<file path="src/rtl/pwm_reload_pkg.sv">
package pwm_reload_pkg;
  // register addresses
  localparam int CTRL_ADDR = 0;
  localparam int OK_ADDR   = 1;
  localparam int CMP_BASE  = 2;
  // control register field positions
  localparam int FREQ_LSB  = 0;
  localparam int HALF_BIT  = 4;
  localparam int FULL_BIT  = 5;
  localparam int IMM_BIT   = 6;
  localparam int DIV_LSB   = 8;

  // strobes from control to datapath
  typedef struct packed {
    logic transfer;   // copy buffered -> active, clear load permit
    logic cycleDone;  // load cycle complete, adopt buffered frequency
  } loadCmd_t;
endpackage

</file>
<file path="src/rtl/pwm_opp_detect.sv">
module pwm_opp_detect #(
  parameter int CNT_W = 16
) (
  input  logic             clk,
  input  logic             rstN,
  input  logic             en,
  input  logic [CNT_W-1:0] cnt,
  input  logic [CNT_W-1:0] refVal,
  output logic             opp
);
  logic match;
  logic matchPrev;

  assign match = (cnt == refVal);

  always_ff @(posedge clk or negedge rstN) begin
    if (!rstN) matchPrev <= 1'b0;
    else       matchPrev <= match;
  end

  // first cycle of a match only, gated by its enable
  assign opp = en && match && !matchPrev;

  a_r2_opp_first_cycle: assert property (@(posedge clk) disable iff (!rstN)
    opp |=> !opp);
endmodule

</file>
<file path="src/rtl/pwm_reload_ctrl.sv">
module pwm_reload_ctrl
  import pwm_reload_pkg::*;
#(
  parameter int CNT_W  = 16,
  parameter int FREQ_W = 4
) (
  input  logic              clk,
  input  logic              rstN,
  input  logic [CNT_W-1:0]  cnt,
  input  logic [CNT_W-1:0]  val0,
  input  logic [CNT_W-1:0]  val1,
  input  logic              halfEn,
  input  logic              fullEn,
  input  logic              immMode,
  input  logic              loadOk,
  input  logic [FREQ_W-1:0] actFreq,
  output loadCmd_t          cmd,
  output logic              loadStrobe
);
  localparam int N_SRC = 2;  // 0: half-cycle, 1: full-cycle

  logic [N_SRC-1:0] srcEn;
  logic [N_SRC-1:0] srcOpp;
  logic [CNT_W-1:0] srcRef [N_SRC];

  assign srcEn[0]  = halfEn;
  assign srcEn[1]  = fullEn;
  assign srcRef[0] = val0;
  assign srcRef[1] = val1;

  for (genvar s = 0; s < N_SRC; s++) begin : g_src
    pwm_opp_detect #(.CNT_W(CNT_W)) u_det (
      .clk    (clk),
      .rstN   (rstN),
      .en     (srcEn[s]),
      .cnt    (cnt),
      .refVal (srcRef[s]),
      .opp    (srcOpp[s])
    );
  end

  logic              anyOpp;
  logic              bothOff;
  logic [FREQ_W-1:0] oppCnt;
  logic              cycleDone;
  logic              doTransfer;

  assign anyOpp     = |srcOpp;
  assign bothOff    = !halfEn && !fullEn;
  assign cycleDone  = anyOpp && (oppCnt == actFreq);
  assign doTransfer = loadOk && (cycleDone || immMode);

  always_ff @(posedge clk or negedge rstN) begin
    if (!rstN) begin
      oppCnt <= '0;
    end else if (bothOff || cycleDone) begin
      oppCnt <= '0;
    end else if (anyOpp) begin
      oppCnt <= oppCnt + 1'b1;
    end
  end

  always_ff @(posedge clk or negedge rstN) begin
    if (!rstN) loadStrobe <= 1'b0;
    else       loadStrobe <= doTransfer;
  end

  assign cmd.transfer  = doTransfer;
  assign cmd.cycleDone = cycleDone;

  a_r3_cnt_bound: assert property (@(posedge clk) disable iff (!rstN)
    oppCnt <= actFreq);
  a_r11_idle_zero: assert property (@(posedge clk) disable iff (!rstN)
    bothOff |=> (oppCnt == '0));
  a_r5_strobe_source: assert property (@(posedge clk) disable iff (!rstN)
    loadStrobe |-> ($past(loadOk) && ($past(immMode) || $past(anyOpp))));
  a_r9_imm_load: assert property (@(posedge clk) disable iff (!rstN)
    (immMode && loadOk) |=> loadStrobe);
endmodule

</file>
<file path="src/rtl/pwm_reload_dp.sv">
module pwm_reload_dp
  import pwm_reload_pkg::*;
#(
  parameter int CNT_W   = 16,
  parameter int NUM_CMP = 4,
  parameter int DATA_W  = 16,
  parameter int FREQ_W  = 4,
  parameter int DIV_W   = 3,
  parameter int ADDR_W  = 3
) (
  input  logic                     clk,
  input  logic                     rstN,
  input  logic                     wrEn,
  input  logic [ADDR_W-1:0]        wrAddr,
  input  logic [DATA_W-1:0]        wrData,
  input  logic [ADDR_W-1:0]        rdAddr,
  output logic [DATA_W-1:0]        rdData,
  input  loadCmd_t                 cmd,
  output logic                     halfEn,
  output logic                     fullEn,
  output logic                     immMode,
  output logic                     loadOk,
  output logic [FREQ_W-1:0]        actFreq,
  output logic [DIV_W-1:0]         actDiv,
  output logic [NUM_CMP*CNT_W-1:0] actCmp
);
  localparam int CMP_KEEP = (CNT_W < DATA_W) ? CNT_W : DATA_W;

  logic [FREQ_W-1:0] bufFreq;
  logic [DIV_W-1:0]  bufDiv;
  logic [CNT_W-1:0]  bufCmp [NUM_CMP];
  logic              ctrlWr;
  logic              okSet;

  assign ctrlWr = wrEn && (wrAddr == ADDR_W'(CTRL_ADDR));
  assign okSet  = wrEn && (wrAddr == ADDR_W'(OK_ADDR)) && wrData[0];

  // control register: enables are direct, frequency and divider buffered
  always_ff @(posedge clk or negedge rstN) begin
    if (!rstN) begin
      bufFreq <= '0;
      bufDiv  <= '0;
      halfEn  <= 1'b0;
      fullEn  <= 1'b0;
      immMode <= 1'b0;
    end else if (ctrlWr) begin
      bufFreq <= wrData[FREQ_LSB +: FREQ_W];
      bufDiv  <= wrData[DIV_LSB +: DIV_W];
      halfEn  <= wrData[HALF_BIT];
      fullEn  <= wrData[FULL_BIT];
      immMode <= wrData[IMM_BIT];
    end
  end

  // load permit: a new set request wins over the clear of a transfer
  always_ff @(posedge clk or negedge rstN) begin
    if (!rstN)             loadOk <= 1'b0;
    else if (okSet)        loadOk <= 1'b1;
    else if (cmd.transfer) loadOk <= 1'b0;
  end

  // frequency follows the load cycle, never the permit flag
  always_ff @(posedge clk or negedge rstN) begin
    if (!rstN)              actFreq <= '0;
    else if (cmd.cycleDone) actFreq <= bufFreq;
  end

  always_ff @(posedge clk or negedge rstN) begin
    if (!rstN)             actDiv <= '0;
    else if (cmd.transfer) actDiv <= bufDiv;
  end

  for (genvar i = 0; i < NUM_CMP; i++) begin : g_cmp
    logic cmpWr;
    assign cmpWr = wrEn && (wrAddr == ADDR_W'(CMP_BASE + i));

    always_ff @(posedge clk or negedge rstN) begin
      if (!rstN)      bufCmp[i] <= '0;
      else if (cmpWr) bufCmp[i] <= CNT_W'(wrData[CMP_KEEP-1:0]);
    end

    always_ff @(posedge clk or negedge rstN) begin
      if (!rstN)             actCmp[i*CNT_W +: CNT_W] <= '0;
      else if (cmd.transfer) actCmp[i*CNT_W +: CNT_W] <= bufCmp[i];
    end
  end

  always_comb begin
    rdData = '0;
    if (rdAddr == ADDR_W'(CTRL_ADDR)) begin
      rdData[FREQ_LSB +: FREQ_W] = bufFreq;
      rdData[DIV_LSB +: DIV_W]   = bufDiv;
      rdData[HALF_BIT]           = halfEn;
      rdData[FULL_BIT]           = fullEn;
      rdData[IMM_BIT]            = immMode;
    end else if (rdAddr == ADDR_W'(OK_ADDR)) begin
      rdData[0] = loadOk;
    end else begin
      for (int i = 0; i < NUM_CMP; i++) begin
        if (rdAddr == ADDR_W'(CMP_BASE + i)) rdData[CMP_KEEP-1:0] = bufCmp[i][CMP_KEEP-1:0];
      end
    end
  end

  a_r10_ok_cleared: assert property (@(posedge clk) disable iff (!rstN)
    (cmd.transfer && !okSet) |=> !loadOk);
  a_r10_active_hold: assert property (@(posedge clk) disable iff (!rstN)
    !cmd.transfer |=> ($stable(actCmp) && $stable(actDiv)));
  a_r7_freq_hold: assert property (@(posedge clk) disable iff (!rstN)
    !cmd.cycleDone |=> $stable(actFreq));
endmodule

</file>
<file path="src/rtl/pwm_reload_sched.sv">
module pwm_reload_sched
  import pwm_reload_pkg::*;
#(
  parameter int CNT_W   = 16,
  parameter int NUM_CMP = 4,
  parameter int DATA_W  = 16,
  parameter int FREQ_W  = 4,
  parameter int DIV_W   = 3,
  localparam int ADDR_W = $clog2(NUM_CMP + CMP_BASE)
) (
  input  logic                     clk,
  input  logic                     rstN,
  input  logic                     wrEn,
  input  logic [ADDR_W-1:0]        wrAddr,
  input  logic [DATA_W-1:0]        wrData,
  input  logic [ADDR_W-1:0]        rdAddr,
  output logic [DATA_W-1:0]        rdData,
  input  logic [CNT_W-1:0]         cnt,
  input  logic [CNT_W-1:0]         val0,
  input  logic [CNT_W-1:0]         val1,
  output logic                     loadStrobe,
  output logic [DIV_W-1:0]         actDiv,
  output logic [NUM_CMP*CNT_W-1:0] actCmp
);
  loadCmd_t          cmd;
  logic              halfEn;
  logic              fullEn;
  logic              immMode;
  logic              loadOk;
  logic [FREQ_W-1:0] actFreq;

  pwm_reload_dp #(
    .CNT_W(CNT_W), .NUM_CMP(NUM_CMP), .DATA_W(DATA_W),
    .FREQ_W(FREQ_W), .DIV_W(DIV_W), .ADDR_W(ADDR_W)
  ) u_dp (
    .clk     (clk),
    .rstN    (rstN),
    .wrEn    (wrEn),
    .wrAddr  (wrAddr),
    .wrData  (wrData),
    .rdAddr  (rdAddr),
    .rdData  (rdData),
    .cmd     (cmd),
    .halfEn  (halfEn),
    .fullEn  (fullEn),
    .immMode (immMode),
    .loadOk  (loadOk),
    .actFreq (actFreq),
    .actDiv  (actDiv),
    .actCmp  (actCmp)
  );

  pwm_reload_ctrl #(.CNT_W(CNT_W), .FREQ_W(FREQ_W)) u_ctrl (
    .clk        (clk),
    .rstN       (rstN),
    .cnt        (cnt),
    .val0       (val0),
    .val1       (val1),
    .halfEn     (halfEn),
    .fullEn     (fullEn),
    .immMode    (immMode),
    .loadOk     (loadOk),
    .actFreq    (actFreq),
    .cmd        (cmd),
    .loadStrobe (loadStrobe)
  );
endmodule

</file>
<file path="config.mk">
export PLATFORM = sky130hd
export DESIGN_NAME = pwm_reload_sched
export DESIGN_NICKNAME = d
export VERILOG_FILES = /design/src/rtl/pwm_reload_pkg.sv /design/src/rtl/pwm_opp_detect.sv /design/src/rtl/pwm_reload_ctrl.sv /design/src/rtl/pwm_reload_dp.sv /design/src/rtl/pwm_reload_sched.sv
export SDC_FILE = /design/constraint.sdc
export NUM_CORES = 1
export LEC_CHECK = 0
export CELL_PAD_IN_SITES_DETAIL_PLACEMENT = 1
export CELL_PAD_IN_SITES_GLOBAL_PLACEMENT = 2
export CORE_UTILIZATION = 30
export CTS_CLUSTER_SIZE = 24
export DETAILED_ROUTE_END_ITERATION = 10
export GPL_TIMING_DRIVEN = 0
export HOLD_SLACK_MARGIN = 0.12
export PLACE_DENSITY = 0.76
export RECOVER_POWER = 100
export SYNTH_ARGS = -nofsm -noshare
export SYNTH_HDL_FRONTEND = slang
export SYNTH_SLANG_ARGS = --single-unit
</file>
<file path="constraint.sdc">
create_clock -name clk -period 2.8 [get_ports clk]
set_input_delay 0.28 -clock clk [delete_from_list [all_inputs] [get_ports clk]]
set_output_delay 0.28 -clock clk [all_outputs]
set_load 0.05 [all_outputs]
</file>
* Word-level counts from Yosys, hierarchy flattened
Cells that the tools add are included.
Storage, ports and cells: input port bits 73, flip-flop bits (word level) 153, logic and storage cells 73
Cells by class: add/sub/neg operators 1, mux-type cells 14, equal/unequal tests 13, reductions and logical operators 25
Operators with widths (count):
- $mux W16 | 4
- $eq A16 B16 Y1 | 2
- $mux W15 | 1
- $logic_and A1 B1 Y1 | 14
- $eq A3 B2 Y1 const B | 4
- $eq A3 B3 Y1 const B | 4
- $mux W4 | 2
- $mux W7 | 1
- $eq A3 B1 Y1 const B | 2
- $logic_not A3 Y1 | 2
- $mux W5 | 1
- $add A4 B1 Y4 const B | 1
- $eq A4 B4 Y1 | 1
- $logic_not A1 Y1 | 4
- $mux W1 | 4
- $reduce_bool A2 Y1 | 2
- $mux W3 | 1
- $logic_or A1 B1 Y1 | 2
- $reduce_or A2 Y1 | 1

* Longest topological paths before layout
word-level depth 9, depth in mapped cells 8

* Hierarchy
A second synthesis with hierarchy kept.
Unflattened totals: cells, all modules 486, area, all modules 6971.7 um^2
By module, submodules not included:
- pwm_reload_dp | area each 6213.5 um^2, seq. area each 3653.5 um^2, cells each 408, times used 1
- pwm_opp_detect | area each 211.5 um^2, seq. area each 25.0 um^2, cells each 23, times used 2
- pwm_reload_ctrl | area each 335.3 um^2, seq. area each 125.1 um^2, cells each 32, times used 1

* Least setup slack after synthesis
No wires, ideal clock.
path kind input port to output port, start input rdAddr[0], end output rdData[10], data required time 2.520 ns, stages 5, arrival 2.307 ns, buffers on the path 3, setup slack 0.213 ns, cells stage by stage clkbuf_1 > buf_1 > clkbuf_1 > mux2i_1 > o22ai_1
On the way: longest elaborated chain between the ends 7
RTL lines:
- start, declared | line pwm_reload_sched.sv:16 | input logic [ADDR_W-1:0] rdAddr,
- $eq A3 B2 Y1 | line pwm_reload_dp.sv:100 | if (rdAddr == ADDR_W'(CMP_BASE + i)) rdData[CMP_KEEP-1:0] = bufCmp[i][CMP_KEEP-1:0];
- $mux W16 (4 in a row) | line pwm_reload_dp.sv:100
- $mux W15 | line pwm_reload_dp.sv:96 | end else if (rdAddr == ADDR_W'(OK_ADDR)) begin
- $mux W3 * | line pwm_reload_dp.sv:90 | if (rdAddr == ADDR_W'(CTRL_ADDR)) begin
- end, declared | line pwm_reload_sched.sv:17 | output logic [DATA_W-1:0] rdData,
Every way passes the cells marked *; elsewhere a longest branch is shown, timed or not.

* Final worst setup path
start input rdAddr[1], end output rdData[7]
On the way: longest elaborated chain between the ends 7
RTL lines (line):
- $eq A3 B2 Y1 | pwm_reload_dp.sv:100
- $mux W16 (4 in a row) | pwm_reload_dp.sv:100
- $mux W15 | pwm_reload_dp.sv:96
- $mux W1 * | pwm_reload_dp.sv:90
Marked as above.

==> results by stage <==
Finish:
- The final core utilization is 42.4%.
- The library cells used most frequently in the layout, excluding fill and tap cells, are dfrtp_1, mux2_2, dlygate4sd3_1.
- The library cell used most frequently in the layout, excluding fill and tap cells, is dfrtp_1.
- The net count of the finished layout is 715.
- The proportion of layout cells with a drive suffix above 1 is 27.4%.
- From synthesis to final layout, the design area changed by 36.8%.
- 0 antenna diodes ended up in the layout.
- The number of fillers in the final layout is 2,276.
- After routing the design area is 0.00933 sq mm.

Setup path:
- Among cell families on the critical path, the largest total delay comes from buffers and inverters.
- The endpoint of the worst register-to-register path is u_dp.actCmp[16].
- The worst setup path is captured at a primary output.
- The largest individual stage delay along the critical path comes from the cell clkdlybuf4s50_1.
- The startpoint of the most critical register-to-register path is u_ctrl.oppCnt[0].
- The required time at the worst-slack endpoint is 2520 ps.
- The worst-case reg-to-reg path depth is 7.
- For this run, the slowest stage of the critical path takes 560 ps.
- Data arrives at the worst endpoint at 2430 ps.
- Together, buffers and inverters on the worst path number 3.
- The sort of element at the start of the critical path is an input port.
- The minimum setup slack among reg-to-reg paths is 290 ps.
- The critical path is of the input port to primary output type.
- Traced cell by cell, the critical path runs through clkdlybuf4s50_1 -> clkbuf_2 -> nand2b_1 -> o22ai_1 -> dlygate4sd2_1.
- Of all nets on the critical path, the largest fanout is 10.

Die:
- During I/O placement, the number of pins put on the boundary was 157.
- The placeable core region is 0.0220 sq mm.
- The initial standard-cell utilization of the core is 31.0%.
- The area of the die is 0.0233 sq mm.
- The number of placement rows is 54.
- In this run the vertical extent of the chip is 153 um.
- The floorplan step set the die width to 153 um.

Routing:
- The detailed-route wire length per cell is 20.9 um.
- The wire length reported by the detailed router is 19,500 um.
- After detailed routing, the number of remaining DRC violations is 10.
- After the first detailed-routing iteration, the DRC count stood at 191.
- The total iterations of the first detailed-routing run is 9.
- In the routed layout, each cell is associated on average with a via count of 4.88.
- The total number of vias is 4,555.
- The number of antenna-violating nets in the routed design is 0.

Synthesis:
- In the post-synthesis netlist, the biggest area contributors are dfrtp_1, mux2_2, mux2_4, mux2i_1, xor2_1.
- In the synthesized netlist, the number of instances is 465.
- The post-synthesis instance area is 0.00682 sq mm.
- Summing the areas of all xor and xnor instances in the mapped netlist gives 4.62% of the synthesized area.
- The post-synthesis share of cell area spent on full adders, half adders and majority gates is 0.183%.
- The per-instance average area after synthesis is 14.7 sq um.
- The multiplexer area fraction after synthesis is 30.3%.
- When the netlist entered floorplanning its net count stood at 539.
- In this run the biggest area consumer among cell types represents 56.1% of the synthesized area.
- The number of different library cells used by synthesis comes to 37.
- The simple-gate share of the synthesized area is 3.60%.
- The post-synthesis async set-or-reset flop share is 100%.
- The Yosys step of the flow raised 0 warnings.
- The synthesized design spends more area on one cell type than any other, namely dfrtp_1.
- The prevailing post-synth register cell is dfrtp_1.
- The share of the Yosys chip area taken by registers is 56.1%.
- The synthesized design contains 153 register bits.
- The combinational family with the most area after synthesis is multiplexers.
- Summing the areas of all compound-gate instances in the mapped netlist gives 3.36% of the synthesized area.
- Yosys mapped a number of flops with a built-in enable equal to 0.

Clock network:
- The number of sinks on the clock net is 153.
- The clock transition at the registers of the reported paths is 60 ps.
- Buffers added to address setup during post-CTS repair amount to 0.
- TritonCTS built the clock tree.
- The number of buffers inserted during clock tree synthesis is 17.
- The worst-skew pair later-pin latency is 430 ps.
- The clock root buffer master is clkbuf_16.
- The H-tree was split into 4 levels.
- The clock passes through at most 2 buffers.

Placed design:
- The placement-stage cell area is 0.00876 sq mm.
- The congestion estimate from routability-driven global placement came to 0.761.
- Summed over all nets, the half-perimeter wirelength after detailed placement is 14,000 um.
- The count of port buffers added during placement is 155.

Timing:
- The number of pins exceeding their max-slew limit in the final report is 68.
- For the pin with the worst max-slew slack, the measured transition is 1640 ps.
- The post-route clock period utilization is 96.9%.
- The headroom to the max-slew limit is -9.58%.
- Across the routed clock network, the largest skew measured is 9.80 ps.
- The final-report hold violation count came to 0.
- Based on the critical path, the design can be clocked at up to 369 MHz.
- Setup violations remaining at the end of the flow were counted as 0.
- The final critical path time including I/O delays and setup is 2710 ps.
- Setup repair after global routing left no endpoint under its margin.

Global routing:
- The overflow left after global routing is 0.
- The global-route wire length before repair is 30,700 um.
- The maximum number of pins on one net before global-route repair is 88.
- Global routing used 17.7% of the available tracks across all layers.
- The via count of the first global-routing pass came to 5,161.
- The initial antenna violation count is 0.

Min path:
- Along the worst hold path, the cell count comes to 1.
- The min-delay analysis places its worst path in the category flop to flop.
- For hold timing, the worst endpoint is u_dp.actCmp[25].
- The launch point of the worst hold path is u_dp.actCmp[25].

Power and ir drop:
- The static power due to leakage is 4.20 nW.
- IR analysis of the VDD net gives a maximum drop of 538 uV.
- The total power density per cell area is 1060 mW/mm^2.

Run status:
- The run finished, with violations left.
- The final reports fail on design-rule violations, max-capacitance violations, max-slew violations.

Run:
- The total of max-cap violations is 1.
-- report_power, final --
group / internal [mW] / switching [mW]
Sequential: 2.93 / 0.481
Combinational: 1.35 / 2.51
Clock: 1.68 / 0.950
-- final cells by class --
cell class | count | area, sq um | area share, %
clock inverters | 15 | 245 | 2.63
inverters | 5 | 18.8 | 0.201
well taps | 280 | 350 | 3.75
plain buffers | 20 | 110 | 1.18
repair buffers | 157 | 1550 | 16.6
flip-flops and latches | 153 | 3830 | 41.0
multi-input cells | 287 | 2800 | 30.1
clock buffers | 17 | 425 | 4.56
-- synth_stat cells, drive strengths merged (6+ instances only) --
cell type	n
a22oi	9
buf	10
clkbuf	10
dfrtp	153
mux2	153
mux2i	25
nor2	6
nor4	6
o22ai	16
xnor2	16
xor2	20
-- worst max-delay path by stage --
stage	start	to	slack (ps)	cells after the start
global route	rdAddr[1]	rdData[7]	20	5
global placement	rstN	u_dp.actCmp[47]	-4560	1
floorplan	rdAddr[0]	rdData[10]	210	5
finish	rdAddr[1]	rdData[7]	90	5
detailed placement	rdAddr[0]	rdData[12]	-1020	6
CTS	rdAddr[1]	rdData[5]	70	5
-- worst register-to-register path, delay by kind of cell (launching register included) --
kind,cells,cell delay [ps]
buf+inv,2,380
compound gates,1,430
xor+xnor,1,200
simple gates,2,630
mux,1,330
flops,1,440
-- state kept, by name, indices dropped and copies added (netlist names), 2 cells and up --
register / flops
u_dp.actCmp: 64
u_dp.bufCmp: 64
u_ctrl.oppCnt: 4
u_dp.actFreq: 4
u_dp.bufFreq: 4
u_dp.actDiv: 3
u_dp.bufDiv: 3
u_ctrl.g_src.u_det.matchPrev: 2
-- cells by family after synthesis --
kind of cell               count (synthesis)
muxes                                    179
DFF                                      153
and+or+nand+nor                           38
xor gates and xnor gates                  36
AOI/OAI and AO/OA                         33
buffers and inverters                     25
adders and majority gates                  1
-- through the flow --
stage / setup slack (ps) / hold WS [ps] / power [mW] / instances / setup TNS [ps]
after global placement: -4560 / 481 / 7.57 / 900 / -722260
after global routing: 23.8 / 512 / 10.3 / 934 / 0
after detailed placement: -1020 / 320 / 7.67 / 901 / -16850
after CTS: 73.8 / 450 / 10.3 / 934 / 0
final: 88.1 / 489 / 9.89 / 934 / 0
after floorplan: 213 / -15.6 / 6.06 / 465 / 0
-- what timing repair did --
| action | 4_1_cts | 5_1_grt |
|---|---|---|
| setup endpoints to repair | 16 | 0 |
| hold buffers | 1 | 0 |
| endpoints found under the hold margin | 66 | 0 |
| gates resized for setup | 22 | 0 |
-- layer usage --
metal	track usage (%)	vias to the layer above	share of wire (%)
met3	4.75	19	5.4
met4	4.91	0	1.1
met5	0	-	0
met1	22.1	2354	44
li1	-	2044	-
met2	30.0	138	49
No activity file was read; power rests on OpenSTA's default activity.
